<file path="config.mk">
export PLATFORM = sky130hd
export DESIGN_NAME = flash_cmd_ctrl
export DESIGN_NICKNAME = d
export VERILOG_FILES = /design/src/rtl/flash_cmd_pkg.sv /design/src/rtl/flash_cmd_operands.sv /design/src/rtl/flash_cmd_decode.sv /design/src/rtl/flash_cmd_timer.sv /design/src/rtl/flash_cmd_irq.sv /design/src/rtl/flash_cmd_ctrl.sv
export SDC_FILE = /design/constraint.sdc
export NUM_CORES = 1
export LEC_CHECK = 0
export ABC_AREA = 1
export CORE_MARGIN = 3
export CORE_UTILIZATION = 42
export CTS_CLUSTER_SIZE = 8
export DETAILED_ROUTE_END_ITERATION = 10
export GPL_TIMING_DRIVEN = 0
export HOLD_SLACK_MARGIN = 0.03
export PLACE_DENSITY = 0.75
export SETUP_SLACK_MARGIN = 0.1
export SLEW_MARGIN = 20
export SYNTH_ARGS = -nofsm -noshare
export SYNTH_HDL_FRONTEND = slang
export SYNTH_SLANG_ARGS = --single-unit
</file>
<file path="constraint.sdc">
create_clock -name clk -period 2.08 [get_ports clk]
set_clock_uncertainty 0.05 [all_clocks]
set_input_delay 0.416 -clock clk [delete_from_list [all_inputs] [get_ports clk]]
set_output_delay 0.416 -clock clk [all_outputs]
set_load 0.02 [all_outputs]
</file>
<file path="src/rtl/flash_cmd_pkg.sv">
package flash_cmd_pkg;
  localparam int unsigned REG_W = 32;
  localparam logic [15:0] UNLOCK_KEY = 16'hA442;

  localparam logic [2:0] SEL_ADDR  = 3'd0;
  localparam logic [2:0] SEL_DATA  = 3'd1;
  localparam logic [2:0] SEL_CTRL  = 3'd2;
  localparam logic [2:0] SEL_MASK  = 3'd3;
  localparam logic [2:0] SEL_RAW   = 3'd4;
  localparam logic [2:0] SEL_CLEAR = 3'd5;

  typedef enum logic [1:0] {
    OP_WORD   = 2'd0,
    OP_PAGE   = 2'd1,
    OP_MASS   = 2'd2,
    OP_COMMIT = 2'd3
  } op_e;

  typedef enum logic [1:0] {
    ST_IDLE = 2'd0,
    ST_PEND = 2'd1,
    ST_RUN  = 2'd2
  } st_e;
endpackage

</file>
<file path="src/rtl/flash_cmd_operands.sv">
module flash_cmd_operands
  import flash_cmd_pkg::*;
#(
  parameter int unsigned AW = 18
) (
  input  logic             clk,
  input  logic             rst_n,
  input  logic             wr,
  input  logic [2:0]       sel,
  input  logic [REG_W-1:0] wdata,
  input  logic             lock,
  output logic [AW-1:0]    addr_q,
  output logic [REG_W-1:0] data_q
);
  logic open_wr;
  assign open_wr = wr && !lock;

  always_ff @(posedge clk) begin
    if (!rst_n) begin
      addr_q <= '0;
      data_q <= '0;
    end else if (open_wr) begin
      if (sel == SEL_ADDR) addr_q <= wdata[AW-1:0];
      if (sel == SEL_DATA) data_q <= wdata;
    end
  end
endmodule

</file>
<file path="src/rtl/flash_cmd_decode.sv">
module flash_cmd_decode
  import flash_cmd_pkg::*;
#(
  parameter int unsigned NCMD = 4
) (
  input  logic            wr,
  input  logic [2:0]      sel,
  input  logic [15:0]     key,
  input  logic [NCMD-1:0] bits,
  input  logic            busy,
  output logic            accept,
  output op_e             op
);
  logic key_ok;
  logic single;
  logic [1:0] idx;

  assign key_ok = (key == UNLOCK_KEY);
  assign single = $onehot(bits);

  always_comb begin
    idx = '0;
    for (int i = 0; i < NCMD; i++) begin
      if (bits[i]) idx = 2'(i);
    end
  end

  assign op     = op_e'(idx);
  assign accept = wr && (sel == SEL_CTRL) && key_ok && single && !busy;
endmodule

</file>
<file path="src/rtl/flash_cmd_timer.sv">
module flash_cmd_timer
  import flash_cmd_pkg::*;
#(
  parameter int unsigned T_WORD   = 16,
  parameter int unsigned T_PAGE   = 160,
  parameter int unsigned T_MASS   = 1600,
  parameter int unsigned T_COMMIT = 16,
  parameter int unsigned CW       = 11
) (
  input  logic clk,
  input  logic rst_n,
  input  logic load,
  input  op_e  op,
  output logic zero
);
  logic [CW-1:0] cnt;
  logic [CW-1:0] reload;

  always_comb begin
    unique case (op)
      OP_WORD:   reload = CW'(T_WORD - 1);
      OP_PAGE:   reload = CW'(T_PAGE - 1);
      OP_MASS:   reload = CW'(T_MASS - 1);
      default:   reload = CW'(T_COMMIT - 1);
    endcase
  end

  always_ff @(posedge clk) begin
    if (!rst_n)            cnt <= '0;
    else if (load)         cnt <= reload;
    else if (cnt != '0)    cnt <= cnt - 1'b1;
  end

  assign zero = (cnt == '0);
endmodule

</file>
<file path="src/rtl/flash_cmd_irq.sv">
module flash_cmd_irq
  import flash_cmd_pkg::*;
(
  input  logic       clk,
  input  logic       rst_n,
  input  logic       wr,
  input  logic [2:0] sel,
  input  logic       wbit,
  input  logic       done,
  output logic       raw,
  output logic       mask,
  output logic       masked
);
  always_ff @(posedge clk) begin
    if (!rst_n) begin
      raw  <= 1'b0;
      mask <= 1'b0;
    end else begin
      if (wr && sel == SEL_MASK) mask <= wbit;
      if (done)                                raw <= 1'b1;
      else if (wr && sel == SEL_CLEAR && wbit) raw <= 1'b0;
    end
  end

  assign masked = raw & mask;
endmodule

</file>
<file path="src/rtl/flash_cmd_ctrl.sv">
module flash_cmd_ctrl
  import flash_cmd_pkg::*;
#(
  parameter int unsigned AW         = 18,
  parameter int unsigned WORD_ALIGN = 2,
  parameter int unsigned PAGE_ALIGN = 10,
  parameter int unsigned T_WORD     = 16,
  parameter int unsigned T_PAGE     = 160,
  parameter int unsigned T_MASS     = 1600,
  parameter int unsigned T_COMMIT   = 16
) (
  input  logic        clk,
  input  logic        rst_n,
  input  logic        reg_wr,
  input  logic [2:0]  reg_sel,
  input  logic [31:0] reg_wdata,
  input  logic [2:0]  reg_rsel,
  output logic [31:0] reg_rdata,
  output logic        cmd_valid,
  input  logic        cmd_ready,
  output logic [1:0]  cmd_op,
  output logic [AW-1:0] cmd_addr,
  output logic [31:0] cmd_data,
  output logic        irq
);
  localparam int unsigned NCMD  = 4;
  localparam int unsigned T_A   = (T_WORD > T_COMMIT) ? T_WORD : T_COMMIT;
  localparam int unsigned T_B   = (T_PAGE > T_MASS) ? T_PAGE : T_MASS;
  localparam int unsigned T_MAX = (T_A > T_B) ? T_A : T_B;
  localparam int unsigned CW    = $clog2(T_MAX + 1);
  localparam logic [AW-1:0] WORD_MASK = {AW{1'b1}} << WORD_ALIGN;
  localparam logic [AW-1:0] PAGE_MASK = {AW{1'b1}} << PAGE_ALIGN;

  st_e             state;
  op_e             op_q;
  op_e             new_op;
  logic [NCMD-1:0] cmd_bits;
  logic            busy;
  logic            accept;
  logic            tmr_load;
  logic            tmr_zero;
  logic            done;
  logic [AW-1:0]   addr_q;
  logic [31:0]     data_q;
  logic            raw_flag;
  logic            irq_mask;
  logic            masked_flag;

  assign busy = (state != ST_IDLE);

  flash_cmd_operands #(.AW(AW)) i_operands (
    .clk    (clk),
    .rst_n  (rst_n),
    .wr     (reg_wr),
    .sel    (reg_sel),
    .wdata  (reg_wdata),
    .lock   (busy),
    .addr_q (addr_q),
    .data_q (data_q)
  );

  flash_cmd_decode #(.NCMD(NCMD)) i_decode (
    .wr     (reg_wr),
    .sel    (reg_sel),
    .key    (reg_wdata[31:16]),
    .bits   (reg_wdata[NCMD-1:0]),
    .busy   (busy),
    .accept (accept),
    .op     (new_op)
  );

  flash_cmd_timer #(
    .T_WORD(T_WORD), .T_PAGE(T_PAGE), .T_MASS(T_MASS),
    .T_COMMIT(T_COMMIT), .CW(CW)
  ) i_timer (
    .clk   (clk),
    .rst_n (rst_n),
    .load  (tmr_load),
    .op    (op_q),
    .zero  (tmr_zero)
  );

  flash_cmd_irq i_irq (
    .clk    (clk),
    .rst_n  (rst_n),
    .wr     (reg_wr),
    .sel    (reg_sel),
    .wbit   (reg_wdata[0]),
    .done   (done),
    .raw    (raw_flag),
    .mask   (irq_mask),
    .masked (masked_flag)
  );

  assign tmr_load = (state == ST_PEND) && cmd_ready;
  assign done     = (state == ST_RUN) && tmr_zero;

  always_ff @(posedge clk) begin
    if (!rst_n) begin
      state    <= ST_IDLE;
      op_q     <= OP_WORD;
      cmd_bits <= '0;
    end else begin
      unique case (state)
        ST_IDLE: if (accept) begin
          state    <= ST_PEND;
          op_q     <= new_op;
          cmd_bits <= reg_wdata[NCMD-1:0];
        end
        ST_PEND: if (cmd_ready) state <= ST_RUN;
        ST_RUN: if (tmr_zero) begin
          state    <= ST_IDLE;
          cmd_bits <= '0;
        end
        default: state <= ST_IDLE;
      endcase
    end
  end

  assign cmd_valid = (state == ST_PEND);
  assign cmd_op    = op_q;

  always_comb begin
    unique case (op_q)
      OP_WORD: cmd_addr = addr_q & WORD_MASK;
      OP_PAGE: cmd_addr = addr_q & PAGE_MASK;
      default: cmd_addr = addr_q;
    endcase
  end

  assign cmd_data = (op_q == OP_WORD) ? data_q : '0;
  assign irq      = masked_flag;

  always_comb begin
    reg_rdata = '0;
    unique case (reg_rsel)
      SEL_ADDR:  reg_rdata = 32'(addr_q);
      SEL_DATA:  reg_rdata = data_q;
      SEL_CTRL:  reg_rdata = 32'(cmd_bits);
      SEL_MASK:  reg_rdata = 32'(irq_mask);
      SEL_RAW:   reg_rdata = 32'(raw_flag);
      SEL_CLEAR: reg_rdata = 32'(masked_flag);
      default:   reg_rdata = '0;
    endcase
  end
endmodule

</file>
=== After elaboration in Yosys (flattened, before gate mapping) ===
Cells that the tools add are included.

* Register bits: 71
* Latch bits: 0
* RAM bits: 0
* ROM bits: 0
* Bits of input ports: 42
* Output and inout bits: 86
* Logic and storage cells: 75
* Memories: 0

* Add/subtract/negate cells: 4
* $mul: 0
* Div/mod/pow operators: 0
* $lt $le $gt $ge: 0
* Equality and inequality tests: 18
* Shifts and indexed selects: 0
* Muxes and demuxes: 18
* Bitwise logic cells: 1
* Reductions and logical operators: 26

{| class="wikitable"
|+ Operators with widths
! kind !! count
|-
| case mux 32 bit (6 select lines) || 1
|-
| two-way mux 32 bit || 1
|-
| two-way mux 11 bit || 2
|-
| case mux 11 bit (2 select lines) || 1
|-
| case mux 10 bit (2 select lines) || 1
|-
| == test 16 bit (second input constant) || 1
|-
| == test 3 x 2 -> 1 bit (second input constant) || 4
|-
| logical NOT 11 bit || 1
|-
| nonzero test 11 bit || 1
|-
| subtractor 11 x 1 -> 11 bit (second input constant) || 1
|-
| logical AND 1 bit || 10
|-
| two-way mux 2 bit || 5
|-
| == test 3 x 1 -> 1 bit (second input constant) || 3
|-
| == test 3 bit (second input constant) || 3
|-
| two-way mux 4 bit || 2
|-
| case mux 4 bit (2 select lines) || 1
|-
| nonzero test 2 bit || 4
|-
| logical NOT 3 bit || 2
|-
| case mux 2 bit (3 select lines) || 1
|-
| AND reduction 2 bit || 3
|-
| AND reduction 3 bit || 2
|-
| adder 1 x 1 -> 2 bit || 2
|-
| == test 2 x 1 -> 1 bit (second input constant) || 2
|-
| == test 2 bit (second input constant) || 2
|-
| 7 further kinds || 11
|}

=== Longest topological paths before layout ===
* Depth after elaboration: 7
* Gate-level depth with buffers: 13
* Mapped depth without buffers: 13

=== Modules after synthesis ===
A second synthesis with hierarchy kept.

* Cell total of the unflattened synthesis: 678
* Area, all modules: 4236.6 sq um

{| class="wikitable"
|+ By module, submodules not included
! module !! times used !! cells each !! area an instance (sq um) !! seq. area each (sq um)
|-
| flash_cmd_operands || 1 || 319 || 2242.2 || 1001.0
|-
| flash_cmd_ctrl || 1 || 209 || 1056.0 || 160.2
|-
| flash_cmd_timer || 1 || 95 || 646.9 || 220.2
|-
| flash_cmd_decode || 1 || 36 || 178.9 || 0.0
|-
| flash_cmd_irq || 1 || 19 || 112.6 || 40.0
|}

=== Worst setup path after synthesis ===
Ideal clock, no wire load.

* Path kind: in2reg
* Start: input port reg_wdata[2]
* End: register cmd_bits[0]
* Setup time: 0.119 ns
* Arrival time: 1.972 ns
* Required time: 1.911 ns
* Path slack: -0.062 ns
* Cell stages on the path: 12
* Buffers on the path: 0
* Cells stage by stage: inv_1 -> ha_1 -> ha_1 -> fa_1 -> inv_1 -> nand2_1 -> nor2_1 -> nand2_1 -> nor2_4 -> nand2_2 -> nand3_1 -> a21oi_1

* Cells in the longest elaborated chain, start to end: 7

{| class="wikitable"
|+ Ends and longest elaborated chain
! element !! RTL line !! source
|-
| from (decl) || flash_cmd_ctrl.sv:16 || <nowiki>input logic [31:0] reg_wdata,</nowiki>
|-
| adder 1 x 1 -> 2 bit (not written as such) || flash_cmd_decode.sv:19 || <nowiki>assign single = $onehot(bits);</nowiki>
|-
| adder 3 bit (not written as such) || flash_cmd_decode.sv:19 ||
|-
| == test 3 x 1 -> 1 bit || flash_cmd_decode.sv:19 ||
|-
| logical AND 1 bit (2 in a row) || flash_cmd_decode.sv:29 || <nowiki>assign accept = wr && (sel == SEL_CTRL) && key_ok && single && !busy;</nowiki>
|-
| != test 2 bit (no line) || -- ||
|-
| AND reduction 3 bit (no line) || -- ||
|-
| to (signal assigned) || flash_cmd_ctrl.sv:108 || <nowiki>cmd_bits <= reg_wdata[NCMD-1:0];</nowiki>
|-
| to (decl) || flash_cmd_ctrl.sv:37 || <nowiki>logic [NCMD-1:0] cmd_bits;</nowiki>
|}

No other way between the ends.
A chain may end at the register's enable or synchronous reset.

=== Final worst setup path ===
* Start: register op_q[0], in the netlist cmd_op[0]
* End: output port cmd_addr[6]

* Cells in the longest elaborated chain, start to end: 2
* Elaborated cells on any way between the ends: 3
* Those cells by class: eq/ne (1); mux (1); reduce/logical (1)

{| class="wikitable"
|+ Ends and longest elaborated chain
! element !! RTL line !! source
|-
| from (decl) || flash_cmd_ctrl.sv:35 || <nowiki>op_e op_q;</nowiki>
|-
| from (signal assigned) || flash_cmd_ctrl.sv:107 || <nowiki>op_q <= new_op;</nowiki>
|-
| == test 2 x 1 -> 1 bit or logical NOT 2 bit (tied branches) || flash_cmd_ctrl.sv:124 || <nowiki>unique case (op_q)</nowiki>
|-
| case mux 10 bit (2 select lines) (*) || flash_cmd_ctrl.sv:124 ||
|-
| to (decl) || flash_cmd_ctrl.sv:22 || <nowiki>output logic [AW-1:0] cmd_addr,</nowiki>
|}

Every way passes the cells marked *; elsewhere a longest branch is shown, timed or not.

==> summary.txt <==
Run status
  • Status: finished clean

Power
  • Switching share of power: 0.344
  • Peak supply drop: 0.374 mV
  • Sequential power share: 0.433
  • P_leak: 2.66 nW
  • P per Cell Area: 646 nW/um^2
  • Combinational power share: 0.298
  • Clock power frac: 0.269
  • P_int: 0.00236 W
  • Sw Pwr: 0.00124 W

Timing
  • Slew headroom: 0.695
  • Worst hold margin: 297 ps
  • Worst-Margin Slew: 457 ps
  • Fin crit share: 0.960
  • Hold Fails Final Rpt: 0
  • Max Slew Vio Count: 0
  • Final min period: between 1500 and 2000 ps
  • Fmax: approximately 500 MHz
  • RSZ-0062 raised after global routing: true
  • Final WS setup: 82.6 ps
  • Final setup fails: 0

Global routing
  • GRT busiest layer: met2
  • Vias in the first global route: 4,119
  • Met2 Resource Use GR: 0.428
  • Met3 Resource Use GR: 0.0448
  • Initial antenna violation count: 0
  • First-pass GRT wire length: 20.3 mm
  • Met1 usage: 0.312
  • Total track usage: 0.251
  • Largest net degree at the start of global routing: 12
  • GRT overflow: 0

Yosys
  • Top cells by area, synth: dfxtp_1, inv_1, nand2_1
  • Cells after Synth: 568
  • Share of the synthesized area in the top cell type: 0.372
  • Post-synth EDFFs: 0
  • Post-synthesis simple-gate area fraction: 0.259
  • Post-Syn Area: between 3000 and 4000 sq um
  • Mux cell area share after synthesis: 0
  • Mapped Nets: approximately 620
  • Post-Synth XOR/XNOR Area: 0.00458
  • Syn avg cell area: a little under 7 sq um
  • Largest family of logic cells by synthesized area: simple AND/OR/NAND/NOR gates
  • Cell taking the most area after synthesis: dfxtp_1
  • Asr flop ratio synth: 0
  • Synth unique cells: 32
  • Adder-Cell Fraction of Synth Area: 0.0314
  • Compound-gate portion of the synthesized area: 0.180
  • Flops & latches, synth: ~70
  • Synthesis Warnings: 0
  • Top_reg_cell synth: dfxtp_1
  • Register area share after synthesis: 0.372

Clock tree
  • Clk sinks: 71
  • Hold_buf cts: 0
  • H-tree depth: 3
  • Worst-path clk slew: roughly 70 ps
  • TritonCTS clock tree: yes
  • TritonCTS buffer count: 9
  • Clock buffer depth: 2
  • Root buf cell: clkbuf_8
  • Skew-Pair Late Insertion Delay: 350 ps

Worst setup path
  • CP Capture Point: cmd_addr[6]
  • R2r worst-path depth: 7
  • R2r startpoint: i_timer.cnt[0]$_SDFFE_PN0P_
  • Worst setup SP type: flip-flop
  • RR Endpoint: cmd_bits[0]$_SDFFE_PN0P_
  • Worst Path Class, Setup: reg2out
  • WP data arrival: 1530 ps
  • CP Max Fanout: 8
  • Critical path startpoint: cmd_op[0]$_SDFFE_PN0P_
  • Reg2Reg Setup Slack: 370 ps
  • CP required: ~1600 ps
  • Critical path endpoint category: output pin

Final layout
  • Fin util: 0.637
  • Final cell count without fillers: ~830
  • Share of post-route cells with drive strength above 1: 0.257
  • Final instance area: about 5600 sq um
  • ANT cells: 0
  • # fillers: slightly below 800
  • Footprint of the multi-input gates: 1990 sq um
  • Register Area: 1420 sq um
  • Area delta synth->final: 46.0%
  • Nets: 771

Route
  • Starting DRT DRC Count: 262
  • Vias: ~4,300
  • Antenna Nets Post-Route: 0
  • DR DRC count: 0
  • Routed len/inst: 15.7 um
  • WL final: 13.1 mm
  • TritonRoute pass-1 iters: 5
  • Drt via density: 5.15

Placed design
  • Placed cell count: 802
  • # port buffers: 126
  • GPL Wtd Cong: ~0.88
  • Placed Area: about 5300 sq um
  • HPWL Detailed: 9.18 mm
  • Place WS: -978 ps

Die
  • Height of the chip: 101 um
  • Die width: between 100 and 150 um
  • Core area: 8760 sq um
  • Die Footprint: 10,300 sq um
  • Starting Density: 0.436
  • Number of top-level pins: 128
  • FP Rows: 34

Min path
  • Hold Path Class: in2reg

Run
  • Max-cap violations: 0
power by group through the flow:
stage               Sequential, W  Combinational (W)  Clock [W]
floorplan                 0.00157           0.000719          0
global placement          0.00158           0.000998          0
detailed placement        0.00159            0.00103          0
CTS                       0.00156            0.00105   0.000981
global route              0.00157            0.00120    0.00103
finish                    0.00156            0.00107   0.000971
routing by layer:
| metal | routed length [um] | share of wire | vias up |
|---|---|---|---|
| li1 | - | - | 2086 |
| met1 | 5300 | 0.41 | 2028 |
| met2 | 6690 | 0.51 | 131 |
| met3 | 640 | 0.049 | 38 |
| met4 | 424 | 0.032 | 0 |
| met5 | 0 | 0 | - |
synthesized netlist by cell type, types with 6 or more instances:
master	n
inv_1	99
nand2_1	90
nor2_1	80
dfxtp_1	71
o21ai_0	64
a21oi_1	56
nand3_1	23
buf_4	9
clkbuf_1	9
ha_1	8
buf_2	7
nor2_4	7
inv_2	6
worst max-delay path: stages (launching register included):
cell	delay, ps
dfxtp_2	340
buf_4	120
ha_4	150
inv_1	70
nor2_4	250
nor2_1	90
buf_4	170
layout by cell type, fill, tap and decap left out, types with 3 or more instances in the layout:
cell	count
clkbuf_1	6
buf_2	39
nor3_4	3
inv_4	5
inv_1	92
buf_4	48
a21oi_1	52
dfxtp_1	69
o211ai_1	3
o21ai_1	6
clkdlybuf4s50_1	43
a21oi_2	4
nand4_1	4
clkbuf_2	3
ha_1	3
ha_4	5
inv_2	7
nor2_2	4
nor2_1	74
clkbuf_8	11
nand3_2	7
dlygate4sd2_1	5
o2111ai_1	3
nand2_1	90
nand3_1	18
buf_6	15
nor2_4	11
buf_8	4
clkinv_2	3
o21ai_0	60
layout make-up:
class                      instances  share of cell area
buffer                            30              0.0469
clock buffer                      11              0.0253
clock inverter                     4             0.00404
inverter                         105              0.0751
multi-input combinational        362               0.356
sequential                        71               0.255
tap                              108              0.0242
timing repair buffer             141               0.213
registers in the layout, summed over array words and instances (netlist names):
register	count
state	2
cmd_bits	4
i_operands.data_q	32
cmd_op	2
i_irq.mask	1
i_irq.raw	1
i_timer.cnt	11
i_operands.addr_q	18
kinds of logic after synthesis:
family          count (synthesis)
compound gates                131
xor+xnor                        2
fa+ha+maj                       9
buf+inv                       136
flops                          71
simple gates                  219
per-stage QoR:
| step | total power [W] | setup TNS [ps] |
|---|---|---|
| 3_3_place_gp | 0.00258 | -49810 |
| 4_1_cts | 0.00358 | 0 |
| 6_report | 0.00361 | 0 |
| 5_1_grt | 0.00381 | 0 |
| 3_5_place_dp | 0.00262 | -53330 |
| 2_1_floorplan | 0.00229 | 0 |
worst min-delay path by stage:
stage                     cells after the start                               start  slack (ps)                                 end
after floorplan                               2  i_operands.addr_q[10]$_SDFFE_PN0P_         390  i_operands.addr_q[10]$_SDFFE_PN0P_
after global placement                        2  i_operands.addr_q[13]$_SDFFE_PN0P_         400  i_operands.addr_q[13]$_SDFFE_PN0P_
after detailed placement                      2  i_operands.addr_q[13]$_SDFFE_PN0P_         410  i_operands.addr_q[13]$_SDFFE_PN0P_
after CTS                                     3                        reg_wdata[3]         300   i_operands.data_q[3]$_SDFFE_PN0P_
after global routing                          3                        reg_wdata[2]         280   i_operands.data_q[2]$_SDFFE_PN0P_
final                                         3                        reg_wdata[2]         300   i_operands.data_q[2]$_SDFFE_PN0P_
repair_timing:
action / 4_1_cts / 5_1_grt
pin swaps: 11 / 8
cloned: 3 / 1
setup buffers: 10 / 2
setup endpoints to repair: 82 / 74
resized for setup: 411 / 32
Note: power is estimated with default switching activity, not from simulation.
